<file path="config.mk">
export PLATFORM = sky130hd
export DESIGN_NAME = energy_meter
export DESIGN_NICKNAME = d
export VERILOG_FILES = /design/src/rtl/energy_pkg.sv /design/src/rtl/rise_detect.sv /design/src/rtl/weight_sum.sv /design/src/rtl/sat_accum.sv /design/src/rtl/energy_meter.sv
export SDC_FILE = /design/constraint.sdc
export NUM_CORES = 1
export LEC_CHECK = 0
export ABC_AREA = 1
export ABC_CLOCK_PERIOD_IN_PS = 5700
export CAP_MARGIN = 20
export CELL_PAD_IN_SITES_DETAIL_PLACEMENT = 0
export CELL_PAD_IN_SITES_GLOBAL_PLACEMENT = 2
export CORE_ASPECT_RATIO = 0.6
export CORE_MARGIN = 2
export CORE_UTILIZATION = 35
export CTS_CLUSTER_SIZE = 28
export DETAILED_ROUTE_END_ITERATION = 16
export DONT_BUFFER_PORTS = 1
export PLACE_DENSITY = 0.79
export SYNTH_ARGS = -nofsm -noshare
export SYNTH_HDL_FRONTEND = slang
export SYNTH_SLANG_ARGS = --single-unit
</file>
<file path="constraint.sdc">
create_clock -name clk -period 5.7 [get_ports clk]
set_input_delay 1.425 -clock clk [delete_from_list [all_inputs] [get_ports clk]]
set_output_delay 1.425 -clock clk [all_outputs]
set_load 0.05 [all_outputs]
</file>
<file path="src/rtl/energy_pkg.sv">
// Shared sizing helpers for the energy meter.
// Assumes lane counts and weight widths are positive.
package energy_pkg;

    // Width needed to hold the sum of all lane weights without loss.
    function automatic int sum_width(input int lanes, input int wbits);
        return wbits + $clog2(lanes + 1);
    endfunction

endpackage

</file>
<file path="src/rtl/rise_detect.sv">
// Keeps the previous probe sample and flags bits that went low to high.
// Assumes probe is synchronous to clk. The sample register follows the
// probe in every cycle, reset included, so levels held through reset are
// never reported as rises.
module rise_detect #(
    parameter int NUM_PROBES = 8
) (
    input  logic                  clk,
    input  logic                  rst_n,
    input  logic [NUM_PROBES-1:0] probe,
    output logic [NUM_PROBES-1:0] rise
);

    logic [NUM_PROBES-1:0] prev_q;

    // Track the last sampled level; reset loads the live probe as well.
    always_ff @(posedge clk) begin
        if (!rst_n) prev_q <= probe;
        else        prev_q <= probe;
    end

    // A bit rose if it is high now and was low at the last edge.
    assign rise = probe & ~prev_q;

endmodule

</file>
<file path="src/rtl/weight_sum.sv">
// Turns a vector of rise flags into the total of their fanout weights.
// Assumes SUM_W is wide enough for the sum of all lane weights.
module weight_sum #(
    parameter int NUM_PROBES = 8,
    parameter int WEIGHT_W   = 4,
    parameter int SUM_W      = 8,
    parameter logic [NUM_PROBES*WEIGHT_W-1:0] WEIGHTS = '0
) (
    input  logic [NUM_PROBES-1:0] rise,
    output logic [SUM_W-1:0]      delta
);

    logic [WEIGHT_W-1:0] lane [NUM_PROBES];

    // Gate each lane weight by its rise flag.
    for (genvar g = 0; g < NUM_PROBES; g++) begin : g_lane
        assign lane[g] = rise[g] ? WEIGHTS[g*WEIGHT_W +: WEIGHT_W] : '0;
    end

    // Add the gated weights of all lanes.
    always_comb begin
        delta = '0;
        for (int i = 0; i < NUM_PROBES; i++) begin
            delta = delta + {{(SUM_W-WEIGHT_W){1'b0}}, lane[i]};
        end
    end

endmodule

</file>
<file path="src/rtl/sat_accum.sv">
// Saturating accumulator with a sticky overflow flag.
// Assumes ACC_W > SUM_W. Clear has priority over accumulation, and
// enable low freezes the count.
module sat_accum #(
    parameter int ACC_W = 16,
    parameter int SUM_W = 8
) (
    input  logic             clk,
    input  logic             rst_n,
    input  logic             clear,
    input  logic             enable,
    input  logic [SUM_W-1:0] delta,
    output logic [ACC_W-1:0] energy,
    output logic             overflow
);

    localparam logic [ACC_W-1:0] ACC_MAX = '1;

    logic [ACC_W:0] trial;

    // Add with one spare bit so that a carry out shows a clamp.
    assign trial = {1'b0, energy} + {{(ACC_W+1-SUM_W){1'b0}}, delta};

    // Update the count and the flag: reset or clear first, then add or clamp.
    always_ff @(posedge clk) begin
        if (!rst_n || clear) begin
            energy   <= '0;
            overflow <= 1'b0;
        end else if (enable) begin
            if (trial[ACC_W]) begin
                energy   <= ACC_MAX;
                overflow <= 1'b1;
            end else begin
                energy <= trial[ACC_W-1:0];
            end
        end
    end

    a_r6_clear_empties: assert property (@(posedge clk) disable iff (!rst_n)
        clear |=> (energy == '0) && !overflow);

    a_r7_disabled_freezes: assert property (@(posedge clk) disable iff (!rst_n)
        (!enable && !clear) |=> $stable(energy) && $stable(overflow));

    a_r8_sticky_flag: assert property (@(posedge clk) disable iff (!rst_n)
        (overflow && !clear) |=> overflow);

    a_r8_flag_at_max: assert property (@(posedge clk) disable iff (!rst_n)
        overflow |-> (energy == ACC_MAX));

    a_r1_never_decreases: assert property (@(posedge clk) disable iff (!rst_n)
        !clear |=> energy >= $past(energy));

endmodule

</file>
<file path="src/rtl/energy_meter.sv">
// Top level: weighted count of zero-to-one transitions on a probe vector.
// Assumes every probe bit is synchronous to clk. Each lane's weight is
// taken from FANOUT_WEIGHTS, WEIGHT_W bits per lane, lane 0 in the low bits.
module energy_meter #(
    parameter int NUM_PROBES = 8,
    parameter int WEIGHT_W   = 4,
    parameter int ACC_W      = 16,
    parameter logic [NUM_PROBES*WEIGHT_W-1:0] FANOUT_WEIGHTS =
        {NUM_PROBES{{(WEIGHT_W-1){1'b0}}, 1'b1}}
) (
    input  logic                  clk,
    input  logic                  rst_n,
    input  logic                  clear,
    input  logic                  enable,
    input  logic [NUM_PROBES-1:0] probe,
    output logic [ACC_W-1:0]      energy,
    output logic                  overflow
);

    localparam int SUM_W = energy_pkg::sum_width(NUM_PROBES, WEIGHT_W);

    logic [NUM_PROBES-1:0] rise;
    logic [SUM_W-1:0]      delta;

    rise_detect #(.NUM_PROBES(NUM_PROBES)) u_rise (
        .clk   (clk),
        .rst_n (rst_n),
        .probe (probe),
        .rise  (rise)
    );

    weight_sum #(
        .NUM_PROBES (NUM_PROBES),
        .WEIGHT_W   (WEIGHT_W),
        .SUM_W      (SUM_W),
        .WEIGHTS    (FANOUT_WEIGHTS)
    ) u_sum (
        .rise  (rise),
        .delta (delta)
    );

    sat_accum #(.ACC_W(ACC_W), .SUM_W(SUM_W)) u_acc (
        .clk      (clk),
        .rst_n    (rst_n),
        .clear    (clear),
        .enable   (enable),
        .delta    (delta),
        .energy   (energy),
        .overflow (overflow)
    );

    // No detected rise and no clear: the count must not move.
    a_r3_no_rise_no_gain: assert property (@(posedge clk) disable iff (!rst_n)
        (rise == '0 && !clear) |=> $stable(energy));

endmodule

</file>
# ---- Yosys cells after proc, flatten, opt, wreduce, memory -nomap -nowiden
# Cells that the tools add are included.
dict set report word_totals {
  wordCells 25
  regBits 25
  romBits 0
  out_inout_bits 17
  mem_count 0
  ram_bits 0
  latch_bits 0
}
dict set report op_classes {
  shift 0
  eq_ne 0
  magnitude_cmp 0
  n_div 0
  reduce_logical 3
  add_sub_neg 8
  n_mux 9
  bitwise_logic 2
  mul 0
}
# operator n
set op_table {}
lappend op_table {{8-bit by 4-bit adder with 8-bit output} 6}
lappend op_table {{16-bit by 8-bit adder with 17-bit output} 1}
lappend op_table {{16-bit two-way mux} 1}
lappend op_table {{8-bit bitwise AND} 1}
lappend op_table {{1-bit two-way mux} 8}
lappend op_table {{8-bit inverter} 1}
lappend op_table {{4-bit by 4-bit adder with 5-bit output} 1}
lappend op_table {{2-bit AND reduction} 1}
lappend op_table {{1-bit logical NOT} 1}
lappend op_table {{1-bit logical OR} 1}

# ---- Longest topological paths before layout
# Gate-level depths: netlist (run 1).
dict set report logic_depth {
  ltp_word 12
  depth_mapped 23
  ltp_nobuf 22
}

# ---- By module
# From an unflattened synthesis (run 1), not the netlist that was laid out.
dict set report hier_totals {
  cells_unflattened 242
  area_unflattened_um2 1697.9
}
# module seq_area_each_um2 instances area_per_inst_um2 cells_each
set modules_own_cells {}
lappend modules_own_cells {sat_accum 340.3 1 1233.7 187}
lappend modules_own_cells {rise_detect 160.2 1 240.2 24}
lappend modules_own_cells {weight_sum 0.0 1 224.0 31}

# ---- Worst setup path before layout (run 1)
# Ideal clock, no wire load.
dict set report synth_timing {
  path_type {input port to flip-flop}
  startpoint {in probe[1]}
  endpoint {reg u_acc.energy[10]}
  path_stages 20
  slack_ps 581
  required_ps 5644
  t_arrival_ps 5063
  setup_time_ps 56
  path_cell_list {inv_1 nor2_1 ha_1 inv_1 fa_1 fa_1 inv_1 fa_1 inv_1 fa_1 fa_1 nand3b_1 nand2_2 nand2_4 nor2_4 nand2_2 buf_6 nand3_2 nand2_1 inv_1}
}
dict set report synth_via {
  elab_chain_cells 11
}
# element line_no
set synth_lines {}
lappend synth_lines {{start: declaration} energy_meter.sv:15} ;# input logic [NUM_PROBES-1:0] probe,
lappend synth_lines {{8-bit bitwise AND} rise_detect.sv:23} ;# assign rise = probe & ~prev_q;
lappend synth_lines {{1-bit two-way mux} weight_sum.sv:17} ;# assign lane[g] = rise[g] ? WEIGHTS[g*WEIGHT_W +: WEIGHT_W] : '0;
lappend synth_lines {{4-bit by 4-bit adder with 5-bit output} weight_sum.sv:24} ;# delta = delta + {{(SUM_W-WEIGHT_W){1'b0}}, lane[i]};
lappend synth_lines {{8-bit by 4-bit adder with 8-bit output (6 in a row)} weight_sum.sv:24}
lappend synth_lines {{16-bit by 8-bit adder with 17-bit output} sat_accum.sv:22} ;# assign trial = {1'b0, energy} + {{(ACC_W+1-SUM_W){1'b0}}, delta};
lappend synth_lines {{16-bit two-way mux} sat_accum.sv:30} ;# if (trial[ACC_W]) begin
lappend synth_lines {{end signal: assignment} sat_accum.sv:34} ;# energy <= trial[ACC_W-1:0];
lappend synth_lines {{end: declaration} sat_accum.sv:13} ;# output logic [ACC_W-1:0] energy,
# Every way passes these cells.
# A chain may end at the register's enable or synchronous reset.

# ---- Worst setup path in the final report (run 1)
dict set report layout_timing {
  startpoint {in probe[1]}
  endpoint {reg u_acc.energy[8]}
}
# The elaborated chain is that of the path after synthesis.

==> out/metrics.cfg, run 1 <==
[power_and_ir_drop]
power.density_nw_per_um2 = 207
p_leak_nw = 0.908
vdd_ir_drop_max_v = 0.0000981

[layout]
syn2layout_area_growth_pct = 5.73
final_area_um2 = 1690
nets = 242
drive_above_1_share = 0.124
diodes = 0

[clock_network]
clkTransAtPathRegs_ns = 0.10
cts.sinks = 25
cts_max_level = 1
cts_resized = 0
cts_setup_buffers = 0
postCtsHoldBufs = 0
clk_latency_ns = 0.27
cts_buffer_depth = 2
cts_made_buffers = 3
tritoncts = built
cts-root-buf = clkbuf_8

[detailed_routing]
drt-pass1-iter-count = 4
via_count = 1295
wl_per_cell_um = 12.4
ant_nets = 0
wirelength_um = 3430
drtIter0Drc = 37
vias_per_cell = 4.68
drc_errors = 0

[timing]
setup_tns_ns = 0
hold_violations = 0
drv_slew = 0
period_share = 0.898
fin_crit_ns = 5.12
skew_ns = 0.00491
slew_headroom = 0.524
setup_violations = 0
tightest_slew_ns = 0.712
max_freq_mhz = 195
rsz0062_at_grt = false

[die]
dieArea_um2 = 5130
rows = 18
start_util = 0.377
coreArea_um2 = 4230
die_h_um = 56.3
ioPinCount = 29
die_w_um = 91.2

[worst_hold_path]
holdPathStages = 2
min_path_type = reg2reg

[place]
portBuffers = 0
dpl_cell_area_um2 = 1630
place_congestion = 0.793
hpwl_um = 2700

[critical_path]
critPathKind = in2reg
arrival_ns = 5.35
end_kind = flop
reg2reg_depth = 18
start_kind = input pin
reg2reg_setup_slack_ns = 1.43
rr_startpoint = u_rise.prev_q[1]
timing.rr.end = u_acc.energy[8]
cp.required_ns = 5.93
worstPathMaxFanout = 12
critPathLaunch = probe[1]
crit_path_end = u_acc.energy[8]

[global_route]
antenna_found_initial = 0
grt_pass1_wl_um = 5760
grt.total_usage = 0.142
grt_pass1_vias = 1164
grt_max_degree = 23
overflow = 0

[synth]
avgSynthCellArea_um2 = 7.35
postSynthCellCount = 217
ys_seq_area_frac = 0.314
synthesis.nets = 241
synthesis.area_um2 = 1600
synth_warnings = 0
ys_ff_latch = 25
synth_cell_types = 26

[flow_run]
max_cap_viol_count = 0

[run_status]
status = complete, no violations

synth_stat cells (all sizes together):
cell | n | area (um^2)
ha | 7 | 87.6
fa | 5 | 100
xor2 | 3 | 26.3
o21ai | 6 | 30.0
nor2 | 20 | 98.8
clkbuf | 1 | 13.8
nand2 | 54 | 228
a21oi | 3 | 22.5
a31oi | 3 | 18.8
nand4 | 10 | 62.6
buf | 4 | 26.3
nor3 | 4 | 31.3
inv | 50 | 188
xnor2 | 1 | 8.76
dfxtp | 25 | 500
nand3b | 3 | 22.5
nand3 | 18 | 130
metal layers:
| metal | wire length (um) | GRT usage |
|---|---|---|
| met5 | 0 | 0 |
| met4 | 15 | 0.0325 |
| met3 | 219 | 0.0376 |
| met2 | 1410 | 0.194 |
| met1 | 1790 | 0.219 |
critical path, stage by stage:
cell      delay (ns)
inv_1           0.03
nor2_1          0.03
ha_1            0.26
inv_1           0.05
fa_1            0.50
fa_1            0.54
inv_1           0.06
fa_1            0.44
inv_1           0.08
fa_1            0.45
fa_1            0.46
nand3b_1        0.19
nand2_2         0.13
nand2_4         0.08
nor2_4          0.11
nand2_2         0.24
nand2_1         0.14
o21ai_0         0.08
inv_1           0.05
worst min path at each step:
stage / startpoint / endpoint / slack, ns
2_1_floorplan: u_acc.overflow / u_acc.overflow / 0.69
3_3_place_gp: u_acc.overflow / u_acc.overflow / 0.72
3_5_place_dp: u_acc.overflow / u_acc.overflow / 0.71
4_1_cts: u_acc.overflow / u_acc.overflow / 0.73
5_1_grt: u_acc.overflow / u_acc.overflow / 0.77
6_report: u_acc.overflow / u_acc.overflow / 0.72
cell usage in the layout, fill, tap and decap left out, types with 3 or more instances in the layout:
| cell type | netlist | final |
|---|---|---|
| nor2_1 | 18 | 18 |
| nand3b_1 | 3 | 3 |
| xor2_1 | 3 | 3 |
| nand2_2 | 4 | 4 |
| nand2_1 | 48 | 48 |
| nor3_1 | 3 | 3 |
| fa_1 | 5 | 5 |
| dfxtp_1 | 25 | 25 |
| nand3_2 | 8 | 8 |
| inv_1 | 47 | 47 |
| clkbuf_8 | 1 | 3 |
| nand4_1 | 10 | 10 |
| o21ai_0 | 6 | 6 |
| a31oi_1 | 3 | 3 |
| inv_2 | 3 | 3 |
| ha_1 | 7 | 7 |
| nand3_1 | 10 | 10 |
state kept, by name, indices dropped and copies added, names as in the netlist:
| name | count |
|---|---|
| u_acc.energy | 16 |
| u_acc.overflow | 1 |
| u_rise.prev_q | 8 |
through the flow:
stage               power (mW)  hold WS [ns]  instances  setup slack [ns]   util
floorplan                0.234         0.689        217             0.581      -
global placement         0.241         0.716        272             0.294  0.385
detailed placement       0.243         0.709        272             0.221  0.385
CTS                      0.356         0.725        276             0.523  0.397
global route             0.372         0.769        277             0.326  0.398
finish                   0.349         0.724        277             0.582  0.398
where the power goes:
part / leakage, nW / internal [mW] / total [mW] / switching, mW
clock network: 0.0217 / 0.0496 / 0.111 / 0.0616
registers: 0.205 / 0.179 / 0.188 / 0.00893
logic: 0.681 / 0.0205 / 0.0499 / 0.0294
final cells by class:
cell class | count | area, um^2
flip-flops and latches | 25 | 500
fillers | 465 | 2550
clock buffers | 3 | 41.3
multi-input cells | 137 | 867
inverters | 50 | 188
repair buffers | 1 | 7.51
well taps | 60 | 75.1
clock inverters | 1 | 7.51
cell families (layout without fill, tap and decap cells):
| kind of cell | after synthesis | in the layout | synth area share |
|---|---|---|---|
| AO/OA/AOI/OAI | 12 | 12 | 0.0447 |
| XOR/XNOR | 4 | 4 | 0.0220 |
| adder cells (fa/ha/maj) | 12 | 12 | 0.118 |
| buffers and inverters | 55 | 55 | 0.143 |
| flip-flops | 25 | 25 | 0.314 |
| AND/OR/NAND/NOR | 109 | 109 | 0.359 |
Power figures use the tool's default switching activity.
==> inputs of run 2 (changes only) <==
--- a/config.mk
+++ b/config.mk
@@ -6,11 +6,10 @@
 export NUM_CORES = 1
 export LEC_CHECK = 0
 export ABC_AREA = 1
-export ABC_CLOCK_PERIOD_IN_PS = 5700
+export ABC_CLOCK_PERIOD_IN_PS = 5800
 export CAP_MARGIN = 20
 export CELL_PAD_IN_SITES_DETAIL_PLACEMENT = 0
 export CELL_PAD_IN_SITES_GLOBAL_PLACEMENT = 2
-export CORE_ASPECT_RATIO = 0.6
 export CORE_MARGIN = 2
 export CORE_UTILIZATION = 35
 export CTS_CLUSTER_SIZE = 28
==> constraint.sdc (replaced) <==
create_clock -name clk -period 5.8 [get_ports clk]
set_input_delay 1.45 -clock clk [delete_from_list [all_inputs] [get_ports clk]]
set_output_delay 1.45 -clock clk [all_outputs]
set_load 0.05 [all_outputs]
==> run 2 against run 1 <==
Via count decreased by 1.9%. Core utilization shrank 1.8 points. Worst setup slack improved by 0.025 ns. Largest power group unchanged.
==> out/metrics.cfg, run 2 (synthesis gave the netlist of run 1 again) <==
[timing]
fin_crit_ns = 5.19
max_freq_mhz = 193
period_share = 0.895
setup_violations = 0
hold_slack_ns = 0.725
slew_headroom = 0.288
tightest_slew_ns = 1.06
skew_ns = 0.00694
hold_violations = 0
drv_slew = 0
rsz0062_at_grt = false
setup_tns_ns = 0

[critical_path]
arrival_ns = 5.42
cp.required_ns = 6.03
path_cells = inv_1 -> nor2_1 -> ha_1 -> inv_1 -> fa_1 -> fa_1 -> inv_1 -> fa_1 -> inv_1 -> fa_1 -> fa_1 -> nand3b_1 -> nand2_2 -> nand2_4 -> nor2_4 -> nand2_2 -> nand3_1 -> nand2_1 -> inv_1
reg2reg_depth = 18
critPathLaunch = probe[0]
rr_startpoint = u_rise.prev_q[1]
slowest_stage = fa_1
start_kind = input pin
crit_path_end = u_acc.energy[6]
critPathKind = in2reg
timing.rr.end = u_acc.energy[6]
worstPathMaxFanout = 12
reg2reg_setup_slack_ns = 1.50
critical_path.max_stage_delay_ns = 0.54
end_kind = flop

[layout]
final_core_util = 0.381
largest_reg_flops = 16
largest_register = u_acc.energy
final_cells = 268
syn2layout_area_growth_pct = 4.63
mostFrequentLayoutCell = nand2_1
reg_top3 = u_acc.energy (16), u_rise.prev_q (8), u_acc.overflow (1)
multi_input_area_um2 = 867
layout_common_cells = nand2_1, inv_1, dfxtp_1
drive_above_1_share = 0.120
fillers = 471
nets = 241
diodes = 0
seq_area_um2 = 500

[clock_network]
cts_made_buffers = 3
tritoncts = built
cts.sinks = 25
clkTransAtPathRegs_ns = 0.10
cts_resized = 0
cts-root-buf = clkbuf_8
cts_max_level = 1
cts_setup_buffers = 0
postCtsHoldBufs = 0
cts_buffer_depth = 2
clk_latency_ns = 0.27

[die]
coreArea_um2 = 4380
ioPinCount = 29
dieArea_um2 = 5110
rows = 24
die_h_um = 71.5
die_w_um = 71.5
start_util = 0.364

[power_and_ir_drop]
vdd_ir_drop_max_v = 0.000127
power.density_nw_per_um2 = 205
totalPowerFinal_uw = 343
p_leak_nw = 0.903

[detailed_routing]
vias_per_cell = 4.74
drtIter0Drc = 62
wl_per_cell_um = 12.4
drc_errors = 0
ant_nets = 0
wirelength_um = 3310
drt-pass1-iter-count = 5
via_count = 1271

[global_route]
antenna_found_initial = 0
overflow = 0
grt_max_degree = 23
grt.total_usage = 0.141
grt_pass1_vias = 1253
grt_pass1_wl_um = 5690

[worst_hold_path]
min_path_type = reg2reg
hold_start = u_acc.overflow

[run_status]
status = complete, no violations

[place]
dp_cells = 264
hpwl_um = 2580
portBuffers = 0
place_congestion = 0.812

[flow_run]
max_cap_viol_count = 0

## run 2: per-layer routing
metal | track usage | vias to the layer above | wire length, um
met5 | 0 | - | 0
met1 | 0.171 | 581 | 1540
met3 | 0.0436 | 2 | 151
met2 | 0.244 | 24 | 1600
met4 | 0.0377 | 0 | 26
li1 | - | 664 | -
## run 2: final cells by class
class                   instances  share of cell area
well taps                      52              0.0390
flip-flops and latches         25               0.300
inverters                      50               0.112
clock inverters                 1             0.00450
multi-input cells             137               0.519
clock buffers                   3              0.0247
## run 2: critical path, delay by kind of cell
kind	cells	cell delay, ns
buffers and inverters	5	0.30
and+or+nand+nor	8	1.02
adders and majority gates	6	2.65
## run 2: where the power goes
part | leakage [nW] | internal [mW] | switching [mW] | total (mW)
clock network | 0.0217 | 0.0488 | 0.0606 | 0.109
registers | 0.205 | 0.176 | 0.00861 | 0.185
logic | 0.676 | 0.0202 | 0.0284 | 0.0486
total | 0.903 | 0.245 | 0.0977 | 0.343
## run 2: how the worst min path moves through the flow
| stage | to | slack, ns | cells after the start |
|---|---|---|---|
| 4_1_cts | u_acc.overflow | 0.74 | 2 |
| 3_3_place_gp | u_acc.overflow | 0.72 | 2 |
| 6_report | u_acc.overflow | 0.73 | 2 |
| 2_1_floorplan | u_acc.overflow | 0.69 | 2 |
| 5_1_grt | u_acc.overflow | 0.78 | 2 |
| 3_5_place_dp | u_acc.overflow | 0.72 | 2 |
## run 2: through the flow
stage	setup slack, ns	area, um^2
finish	0.607	1670
global route	0.378	1670
CTS	0.595	1670
detailed placement	0.298	1620
global placement	0.383	1620
floorplan	0.656	1600
